## src/rtl/seg_eeprom_pkg.sv

```systemverilog
package seg_eeprom_pkg;
  localparam int OFF_W  = 8;
  localparam int SEG_W  = 2;
  localparam int MEM_AW = OFF_W + SEG_W;

  localparam logic [6:0] DEV_SEG = 7'h30;
  localparam logic [6:0] DEV_MEM = 7'h50;
  localparam logic [6:0] DEV_CFG = 7'h31;

  typedef enum logic [2:0] {ST_IDLE, ST_DEV, ST_RX, ST_TX, ST_COMMIT} state_e;
  typedef enum logic [2:0] {TG_NONE, TG_SEG, TG_OFF, TG_DATA, TG_CDUMMY, TG_CDATA} target_e;
endpackage

```

## src/rtl/seg_eeprom_sync.sv

```systemverilog
module seg_eeprom_sync (
  input  logic clk_i,
  input  logic rst_ni,
  input  logic scl_i,
  input  logic sda_i,
  output logic sda_o,
  output logic scl_rise_o,
  output logic scl_fall_o,
  output logic start_o,
  output logic stop_o
);
  logic [1:0] scl_ff, sda_ff;
  logic       scl_d, sda_d;

  always_ff @(posedge clk_i or negedge rst_ni) begin
    if (!rst_ni) begin
      scl_ff <= 2'b11;
      sda_ff <= 2'b11;
      scl_d  <= 1'b1;
      sda_d  <= 1'b1;
    end else begin
      scl_ff <= {scl_ff[0], scl_i};
      sda_ff <= {sda_ff[0], sda_i};
      scl_d  <= scl_ff[1];
      sda_d  <= sda_ff[1];
    end
  end

  assign sda_o      = sda_ff[1];
  assign scl_rise_o = scl_ff[1] & ~scl_d;
  assign scl_fall_o = ~scl_ff[1] & scl_d;
  assign start_o    = scl_ff[1] & scl_d & sda_d & ~sda_ff[1];
  assign stop_o     = scl_ff[1] & scl_d & ~sda_d & sda_ff[1];
endmodule

```

## src/rtl/seg_eeprom_amap.sv

```systemverilog
module seg_eeprom_amap
  import seg_eeprom_pkg::*;
#(
  parameter bit HOST_PORT = 1'b1
) (
  input  logic [SEG_W-1:0]  seg_i,
  input  logic [OFF_W-1:0]  off_i,
  input  logic [3:0]        cfg_i,
  input  logic              bank_sel_i,
  output logic [MEM_AW-1:0] addr_o
);
  if (HOST_PORT) begin : g_host
    logic bank;
    logic unused_seg;
    assign unused_seg = seg_i[1] ^ cfg_i[3];
    // NB forces lower bank; AB1 picks AB0 over the pin
    assign bank   = cfg_i[0] ? 1'b0 : (cfg_i[2] ? cfg_i[1] : bank_sel_i);
    assign addr_o = {bank, seg_i[0], off_i};
  end else begin : g_disp
    logic unused_cfg;
    assign unused_cfg = ^{cfg_i, bank_sel_i};
    assign addr_o = {seg_i, off_i};
  end
endmodule

```

## src/rtl/seg_eeprom_pagebuf.sv

```systemverilog
module seg_eeprom_pagebuf #(
  parameter int DEPTH = 16,
  parameter int AW    = 10,
  localparam int IW   = $clog2(DEPTH),
  localparam int CW   = $clog2(DEPTH + 1)
) (
  input  logic          clk_i,
  input  logic          rst_ni,
  input  logic          clear_i,
  input  logic          push_i,
  input  logic [AW-1:0] push_addr_i,
  input  logic [7:0]    push_data_i,
  input  logic [IW-1:0] rd_idx_i,
  output logic [AW-1:0] rd_addr_o,
  output logic [7:0]    rd_data_o,
  output logic [CW-1:0] cnt_o,
  output logic          full_o
);
  logic [AW-1:0] addr_mem [DEPTH];
  logic [7:0]    data_mem [DEPTH];
  logic [CW-1:0] cnt_q;

  always_ff @(posedge clk_i or negedge rst_ni) begin
    if (!rst_ni)                   cnt_q <= '0;
    else if (clear_i)              cnt_q <= '0;
    else if (push_i && !full_o)    cnt_q <= cnt_q + CW'(1);
  end

  always_ff @(posedge clk_i) begin
    if (push_i && !full_o) begin
      addr_mem[cnt_q[IW-1:0]] <= push_addr_i;
      data_mem[cnt_q[IW-1:0]] <= push_data_i;
    end
  end

  assign full_o    = (cnt_q == CW'(DEPTH));
  assign cnt_o     = cnt_q;
  assign rd_addr_o = addr_mem[rd_idx_i];
  assign rd_data_o = data_mem[rd_idx_i];
endmodule

```

## src/rtl/seg_eeprom_slave.sv

```systemverilog
module seg_eeprom_slave
  import seg_eeprom_pkg::*;
#(
  parameter bit HOST_PORT  = 1'b1,
  parameter int PAGE_BYTES = 16
) (
  input  logic              clk_i,
  input  logic              rst_ni,
  input  logic              scl_i,
  input  logic              sda_i,
  output logic              sda_oe_o,
  input  logic              bank_sel_i,
  output logic              mem_req_o,
  output logic              mem_we_o,
  output logic [MEM_AW-1:0] mem_addr_o,
  output logic [7:0]        mem_wdata_o,
  input  logic [7:0]        mem_rdata_i
);
  localparam int IW = $clog2(PAGE_BYTES);
  localparam int CW = $clog2(PAGE_BYTES + 1);

  logic sda_s, scl_rise, scl_fall, start_w, stop_w;

  state_e            st_q;
  target_e           tg_q;
  logic [3:0]        bitcnt_q;
  logic [7:0]        sreg_q, tx_q;
  logic              ack_q, ackph_q, rd_q, rel_q, mack_q, src_mem_q;
  logic [SEG_W-1:0]  seg_q;
  logic [OFF_W-1:0]  off_q;
  logic [3:0]        cfg_q;
  logic              fetch_q, rd_pend_q;
  logic              push_q, clr_q;
  logic [MEM_AW-1:0] push_addr_q, map_addr, buf_addr;
  logic [7:0]        push_data_q, buf_data;
  logic [IW-1:0]     idx_q;
  logic [CW-1:0]     buf_cnt;
  logic              buf_full, wr_ok;
  logic              mem_req_q, mem_we_q;
  logic [MEM_AW-1:0] mem_addr_q;
  logic [7:0]        mem_wdata_q;

  seg_eeprom_sync i_sync (
    .clk_i, .rst_ni, .scl_i, .sda_i,
    .sda_o(sda_s), .scl_rise_o(scl_rise), .scl_fall_o(scl_fall),
    .start_o(start_w), .stop_o(stop_w)
  );

  seg_eeprom_amap #(.HOST_PORT(HOST_PORT)) i_amap (
    .seg_i(seg_q), .off_i(off_q), .cfg_i(cfg_q), .bank_sel_i, .addr_o(map_addr)
  );

  seg_eeprom_pagebuf #(.DEPTH(PAGE_BYTES), .AW(MEM_AW)) i_buf (
    .clk_i, .rst_ni, .clear_i(clr_q), .push_i(push_q),
    .push_addr_i(push_addr_q), .push_data_i(push_data_q),
    .rd_idx_i(idx_q), .rd_addr_o(buf_addr), .rd_data_o(buf_data),
    .cnt_o(buf_cnt), .full_o(buf_full)
  );

  assign wr_ok = (!HOST_PORT || cfg_q[3]) && !buf_full;

  always_ff @(posedge clk_i or negedge rst_ni) begin
    if (!rst_ni) begin
      st_q <= ST_IDLE;      tg_q <= TG_NONE;     bitcnt_q <= '0;
      sreg_q <= '0;         tx_q <= '0;          ack_q <= 1'b0;
      ackph_q <= 1'b0;      rd_q <= 1'b0;        rel_q <= 1'b0;
      mack_q <= 1'b0;       src_mem_q <= 1'b0;   seg_q <= '0;
      off_q <= '0;          cfg_q <= 4'hF;       fetch_q <= 1'b0;
      rd_pend_q <= 1'b0;    push_q <= 1'b0;      clr_q <= 1'b0;
      push_addr_q <= '0;    push_data_q <= '0;   idx_q <= '0;
      mem_req_q <= 1'b0;    mem_we_q <= 1'b0;    mem_addr_q <= '0;
      mem_wdata_q <= '0;
    end else begin
      mem_req_q <= 1'b0;
      mem_we_q  <= 1'b0;
      fetch_q   <= 1'b0;
      push_q    <= 1'b0;
      clr_q     <= 1'b0;
      rd_pend_q <= mem_req_q & ~mem_we_q;
      if (rd_pend_q) tx_q <= mem_rdata_i;
      if (fetch_q) begin
        mem_req_q  <= 1'b1;
        mem_addr_q <= map_addr;
      end
      if (st_q == ST_COMMIT) begin
        mem_req_q   <= 1'b1;
        mem_we_q    <= 1'b1;
        mem_addr_q  <= buf_addr;
        mem_wdata_q <= buf_data;
        idx_q       <= idx_q + IW'(1);
        if (CW'(idx_q) == buf_cnt - CW'(1)) begin
          st_q  <= ST_IDLE;
          clr_q <= 1'b1;
        end
      end else if (stop_w) begin
        st_q    <= (buf_cnt != '0) ? ST_COMMIT : ST_IDLE;
        idx_q   <= '0;
        ack_q   <= 1'b0;
        ackph_q <= 1'b0;
      end else if (start_w) begin
        st_q     <= ST_DEV;
        tg_q     <= TG_NONE;
        bitcnt_q <= '0;
        ack_q    <= 1'b0;
        ackph_q  <= 1'b0;
        rel_q    <= 1'b0;
      end else begin
        unique case (st_q)
          ST_DEV, ST_RX: begin
            if (scl_rise && bitcnt_q < 4'd8) begin
              sreg_q   <= {sreg_q[6:0], sda_s};
              bitcnt_q <= bitcnt_q + 4'd1;
            end else if (scl_fall && bitcnt_q == 4'd8 && !ackph_q) begin
              ackph_q <= 1'b1;
              ack_q   <= 1'b0;
              if (st_q == ST_DEV) begin
                rd_q <= 1'b0;
                if (sreg_q[7:1] == DEV_SEG && !sreg_q[0]) begin
                  ack_q <= 1'b1;
                  tg_q  <= TG_SEG;
                end else if (sreg_q[7:1] == DEV_MEM) begin
                  ack_q <= 1'b1;
                  if (sreg_q[0]) begin
                    rd_q <= 1'b1; src_mem_q <= 1'b1; fetch_q <= 1'b1;
                  end else tg_q <= TG_OFF;
                end else if (sreg_q[7:1] == DEV_CFG) begin
                  ack_q <= 1'b1;
                  if (sreg_q[0]) begin
                    rd_q <= 1'b1; src_mem_q <= 1'b0; tx_q <= {4'hF, cfg_q};
                  end else tg_q <= TG_CDUMMY;
                end
              end else begin
                unique case (tg_q)
                  TG_SEG: begin
                    seg_q <= sreg_q[SEG_W-1:0]; ack_q <= 1'b1; tg_q <= TG_NONE;
                  end
                  TG_OFF: begin
                    off_q <= sreg_q; ack_q <= 1'b1; tg_q <= TG_DATA;
                  end
                  TG_DATA: if (wr_ok) begin
                    ack_q       <= 1'b1;
                    push_q      <= 1'b1;
                    push_addr_q <= map_addr;
                    push_data_q <= sreg_q;
                    off_q       <= off_q + OFF_W'(1);
                  end
                  TG_CDUMMY: begin ack_q <= 1'b1; tg_q <= TG_CDATA; end
                  TG_CDATA: begin
                    cfg_q <= sreg_q[3:0]; ack_q <= 1'b1; tg_q <= TG_NONE;
                  end
                  default: ;
                endcase
              end
            end else if (scl_fall && ackph_q) begin
              ackph_q  <= 1'b0;
              ack_q    <= 1'b0;
              bitcnt_q <= '0;
              if (!ack_q) st_q <= ST_IDLE;
              else if (rd_q) begin
                st_q   <= ST_TX;
                sreg_q <= tx_q;
                rel_q  <= 1'b0;
              end else st_q <= ST_RX;
            end
          end
          ST_TX: begin
            if (scl_rise) begin
              if (bitcnt_q < 4'd8) bitcnt_q <= bitcnt_q + 4'd1;
              else if (bitcnt_q == 4'd8 && rel_q) begin
                mack_q   <= !sda_s;
                bitcnt_q <= 4'd9;
              end
            end else if (scl_fall) begin
              if (bitcnt_q == 4'd8 && !rel_q) begin
                rel_q <= 1'b1;
                if (src_mem_q) begin
                  off_q   <= off_q + OFF_W'(1);  // wraps inside the segment
                  fetch_q <= 1'b1;
                end
              end else if (bitcnt_q == 4'd9) begin
                if (mack_q) begin
                  sreg_q <= tx_q; bitcnt_q <= '0; rel_q <= 1'b0;
                end else st_q <= ST_IDLE;
              end else if (bitcnt_q < 4'd8) sreg_q <= {sreg_q[6:0], 1'b0};
            end
          end
          default: ;
        endcase
      end
      if (stop_w) seg_q <= '0;
    end
  end

  assign sda_oe_o    = ack_q | (st_q == ST_TX && !rel_q && !sreg_q[7]);
  assign mem_req_o   = mem_req_q;
  assign mem_we_o    = mem_we_q;
  assign mem_addr_o  = mem_addr_q;
  assign mem_wdata_o = mem_wdata_q;
endmodule

```

## config.mk

```make
export PLATFORM = sky130hd
export DESIGN_NAME = seg_eeprom_slave
export DESIGN_NICKNAME = d
export VERILOG_FILES = /design/src/rtl/seg_eeprom_pkg.sv /design/src/rtl/seg_eeprom_sync.sv /design/src/rtl/seg_eeprom_amap.sv /design/src/rtl/seg_eeprom_pagebuf.sv /design/src/rtl/seg_eeprom_slave.sv
export SDC_FILE = /design/constraint.sdc
export NUM_CORES = 1
export LEC_CHECK = 0
export ABC_CLOCK_PERIOD_IN_PS = 6100
export BUFFER_PORTS_ARGS = -buffer_cell sky130_fd_sc_hd__buf_2
export CAP_MARGIN = 5
export CELL_PAD_IN_SITES_DETAIL_PLACEMENT = 0
export CELL_PAD_IN_SITES_GLOBAL_PLACEMENT = 1
export CORE_MARGIN = 2
export CORE_UTILIZATION = 45
export CTS_BUF_LIST = sky130_fd_sc_hd__clkbuf_16
export DETAILED_ROUTE_END_ITERATION = 6
export GPL_TIMING_DRIVEN = 0
export MAX_ROUTING_LAYER = met4
export PLACE_DENSITY = 0.69
export SLEW_MARGIN = 30
export SYNTH_ARGS = -nofsm -noshare
export SYNTH_HDL_FRONTEND = slang
export SYNTH_HIERARCHICAL = 1
export SYNTH_SLANG_ARGS = --single-unit
```

## constraint.sdc

```tcl
create_clock -name clk_i -period 6.1 [get_ports clk_i]
set_input_delay 0.61 -clock clk_i [delete_from_list [all_inputs] [get_ports clk_i]]
set_output_delay 0.61 -clock clk_i [all_outputs]
set_load 0.1 [all_outputs]
```

Yosys cells after proc, flatten, opt, wreduce, memory -nomap -nowiden
Memory sizes are Yosys's and may differ from the RTL's. A register that Yosys moved wholly into a read port is not among the register bits.
Index checks and enable logic that the tools add are counted.

word-level totals
  register bits after elaboration = 94
  memories = 2
  logic and storage cells = 330
  output and inout bits = 21
  input bits = 13
  RAM bits = 288

cells by class
  order comparisons = 1
  mux-type cells = 154
  equality and inequality tests = 68
  add/subtract/negate cells = 5
  bitwise operators = 21
  reductions and logical operators = 50

memories
  memory          words  width  read ports  clocked after memory_dff  write ports  line                      RTL
  i_buf.addr_mem  16     10     1           0                         1            seg_eeprom_pagebuf.sv:19  logic [AW-1:0] addr_mem [DEPTH];
  i_buf.data_mem  16     8      1           1                         1            seg_eeprom_pagebuf.sv:20  logic [7:0] data_mem [DEPTH];

operators by type and width
  kind                                                                    number
  8-bit two-way mux                                                       31
  1-bit two-way mux                                                       73
  3-bit two-way mux                                                       23
  4-bit two-way mux                                                       13
  8-bit case mux with 2 select lines                                      3
  5-bit by 3-bit != test with 1-bit output (second input constant)        8
  4-bit by 3-bit != test with 1-bit output (second input constant)        8
  13-bit AND reduction                                                    2
  2-bit != test (second input constant)                                   11
  3-bit by 2-bit != test with 1-bit output (second input constant)        7
  3-bit != test (second input constant)                                   7
  7-bit AND reduction                                                     3
  10-bit two-way mux                                                      2
  10-bit AND reduction                                                    2
  2-bit nonzero test                                                      10
  9-bit AND reduction                                                     2
  5-bit by 4-bit != test with 1-bit output (second input constant)        3
  5-bit nonzero test                                                      3
  7-bit by 6-bit equality test with 1-bit output (second input constant)  2
  3-bit by 2-bit equality test with 1-bit output (second input constant)  4
  1-bit NOT                                                               12
  12-bit AND reduction                                                    1
  1-bit logical AND                                                       11
  11-bit AND reduction                                                    1
  other kinds (29)                                                        57

Longest topological paths before layout
  depth in word-level cells = 12
  mapped depth = 9
  mapped depth without buffers = 8

By module
Netlist, hierarchy kept.

modules (own cells, without submodules)
  module              cells each  area each (µm²)  seq. area each (µm²)  times used
  seg_eeprom_pagebuf  496         11252.0          8773.4                1
  seg_eeprom_slave    482         4860.9           2307.2                1
  seg_eeprom_sync     10          190.2            157.7                 1
  seg_eeprom_amap     12          88.8             0.0                   1

Worst setup path before layout
Ideal clock, no wire load.

  path kind = flip-flop to output port
  from = register st_q[2]
  to = output sda_oe_o
  buffers on the path = 1
  cell stages (with the launch flop) = 4
  arrival time = 3.109 ns
  required time = 5.490 ns
  setup slack = 2.381 ns
  cells stage by stage = dfrtp_1 > buf_2 > nand3b_1 > o31ai_1

between the ends
  word-level cells in the longest chain between the ends = 4

RTL lines
  what                                            line                     RTL
  start, declared                                 seg_eeprom_slave.sv:24   state_e st_q;
  start signal, assigned                          seg_eeprom_slave.sv:96   st_q <= (buf_cnt != '0) ? ST_COMMIT : ST_IDLE;
  3-bit by 2-bit equality test with 1-bit output  seg_eeprom_slave.sv:194  assign sda_oe_o = ack_q | (st_q == ST_TX && !rel_q && !sreg_q[7]);
  1-bit logical AND (2 in series)                 seg_eeprom_slave.sv:194
  1-bit OR                                        seg_eeprom_slave.sv:194
  end, declared                                   seg_eeprom_slave.sv:11   output logic sda_oe_o,

No other way between the ends.

Worst setup path after layout
  from = register i_sync.scl_d
  to = register push_addr_q[7]

between the ends
  elaborated cells on any way between the ends = 15
  classes of those cells = 11 x bitwise; 4 x reduce/logical

RTL lines
  what                             line                     RTL
  start, declared                  seg_eeprom_sync.sv:13    logic scl_d, sda_d;
  start signal, assigned           seg_eeprom_sync.sv:24    scl_d <= scl_ff[1];
  1-bit AND                        seg_eeprom_sync.sv:31    assign scl_fall_o = ~scl_ff[1] & scl_d;
  net scl_fall                     seg_eeprom_slave.sv:22   logic sda_s, scl_rise, scl_fall, start_w, stop_w;
  1-bit logical AND (2 in series)  seg_eeprom_slave.sv:113  end else if (scl_fall && bitcnt_q == 4'd8 && !ackph_q) begin
  9-bit AND reduction (no line)    n/a
  end signal, assigned             seg_eeprom_slave.sv:143  push_addr_q <= map_addr;
  end, declared                    seg_eeprom_slave.sv:34   logic [MEM_AW-1:0] push_addr_q, map_addr, buf_addr;

The timed path passes the listed nets, and every way through them passes these cells.
A chain may end at the register's enable or synchronous reset.

==> qor.yml <==
initial_utilization: 0.4586
drt_first_pass_iters: 5
cts_max_path_buffers: 3
crit_path_max_fanout: 10
setup_tns_ns: 0
r2r_setup_slack_ns: 3.07
die_w_microns: 194.6
post_route_cells_drive_above_1_share: 0.2158
min_to: "i_sync/scl_ff[0]"
clkTransAtPathRegs_ns: 0.06
leakage_nw: 5.747
place_area_sq_um: 17530
routed_wl_microns: 37100
wl_per_cell_microns: 23.51
rows: 69
pwr_density_cell_nw_per_um2: 299.0
die_area_sq_um: 37880
drc_errors: 0
pwr-share-clk: 0.415
switchingPower_mw: 1.282
clock_skew_ns: 0.01711
relSlewSlack: 0.3791
route.vias.total: 9103
place_hpwl_microns: 24770
dp_slack_ns: 3.091
gp_congestion: 0.8646
cp-start-kind: "register"
cts_buffers: 42
antenna_found_initial: 1
p_int_mw: 4.341
hold_viol_final: 0
insertion_delay_ns: 0.54
fin_area_sq_um: 18810
cap_violations: 0
hp-start: "scl_i"
cts_max_level: 2
fin_util: 0.5274
avgSynthCellArea_sq_um: 16.40
syn2layout_area_growth_pct: 15.00
clockRootBuffer: "clkbuf_16"
status: "complete, no violations"
swShare: 0.2280
max_freq_ghz: 0.3301
viasPerCell: 5.769
finalSetupViolCount: 0
grt_max_degree: 77
cts_tree: "yes"
maxSlewViolCount: 0
cts.sinks: 390
core_sq_um: 35660
reg2reg_depth: 6
peakVddDrop_mv: 0.2259
timing.final.ws_setup_ns: 3.071
r2r_end: "push_addr_q[7]"
min_period_over_period: 0.4966
combPwrFrac: 0.053
synth_nets: 1021
rsz0062_at_grt: "false"
cts_setup_buffers: 0
postRouteAntennaNets: 0
holdPathStages: 1
grt_pass1_wl_microns: 57250
port_buffers: 33
endpoint_kind: "register"
nNetsFinal: 1111
worst_slew_pin_slew_ns: 0.9314
fp.dieH_microns: 194.6
critPathKind: "register to register"
grt_pass1_vias: 9355
yosys_warnings: 6
arrival_ns: 3.44
grt_overflow: 0
syn_area_sq_um: 16350
seq_power_share: 0.533
synth_cells: 997
grt_use_total: 0.2077
drt_iter0_markers: 698
critPathRequiredTime_ns: 6.51
period_minus_slack_ns: 3.029
rr_startpoint: "i_sync/scl_d"
diodes: 0
hold_class: "input port to register"
pin_count: 34
[how the worst max path moves through the flow]
stage,cells past startpoint,start,slack [ns],end
final,6,i_sync/scl_d,3.07,push_addr_q[7]
after global routing,6,i_sync/scl_d,2.89,push_addr_q[3]
after CTS,6,i_sync/scl_d,3.08,push_addr_q[7]
after detailed placement,6,i_sync/scl_d,3.09,push_addr_q[7]
after global placement,4,i_buf/cnt_o[0],3.04,i_buf/addr_mem[12][5]
after floorplan,3,st_q[2],2.38,sda_oe_o
[per-stage QoR]
| stage | power [mW] | std cells | hold slack, ns |
|---|---|---|---|
| floorplan | 3.212 | 997 | 0.3144 |
| global placement | 3.339 | 1491 | 0.3503 |
| detailed placement | 3.344 | 1503 | 0.3488 |
| CTS | 5.679 | 1578 | 0.1557 |
| global route | 5.826 | 1578 | 0.1574 |
| finish | 5.623 | 1578 | 0.1768 |
[power by group through the flow]
stage                     Sequential (mW)  Clock, mW  Combinational, mW
after global routing                 3.00       2.49              0.331
after floorplan                      2.99          0              0.221
after CTS                            3.00       2.39              0.296
after global placement               3.05          0              0.290
after detailed placement             3.05          0              0.296
final                                3.00       2.33              0.297
[registers in the layout (all words and copies together), names as in the netlist, 4 cells and up]
| register | cells |
|---|---|
| tx_q | 8 |
| i_buf/cnt_o | 5 |
| idx_q | 4 |
| mem_addr_o | 10 |
| i_buf/data_mem | 128 |
| mem_wdata_o | 8 |
| sreg_q | 8 |
| bitcnt_q | 4 |
| push_addr_q | 10 |
| off_q | 8 |
| i_buf/addr_mem | 160 |
| cfg_q | 4 |
| push_data_q | 8 |
[per-layer routing]
layer	global-route usage	vias to the layer above	wire length, microns
met1	0.2778	4684	16300
met5	-	-	0
met3	0.02429	62	1597
met2	0.3414	232	18480
li1	-	4125	-
met4	0.05385	0	726
[layout by cell type, fill, tap and decap left out, drive strengths merged, types with 21 or more instances in the layout]
cell    instances
mux4           72
mux2i          30
a21oi          21
clkbuf         66
nor2           44
o21ai          42
mux2           31
a22oi          36
buf            79
nand2          94
inv            28
edfxtp        288
dfrtp          92
[what timing repair did]
item                      CTS  global route
hold buffers                1             0
gates resized for setup     0             0
hold endpoints to repair   26             0
[layout make-up]
cell class                      instances  area (sq um)
Timing Repair Buffer                   46         515.5
Sequential cell                       390         11210
Clock buffer                           43          1076
Buffer                                 57         326.6
Fill cell                            2923         16850
Multi-Input combinational cell        532          4845
Tap cell                              461         576.8
Inverter                               18         67.56
Clock inverter                         31         185.2
[critical path, stage by stage, from the launching register on]
cell	delay [ns]
dfstp_2	0.54
nor2b_1	0.13
clkbuf_1	0.32
nand4b_1	0.42
nor4_4	0.82
buf_4	0.34
mux2_1	0.34
No activity file was read; power rests on OpenSTA's default activity.
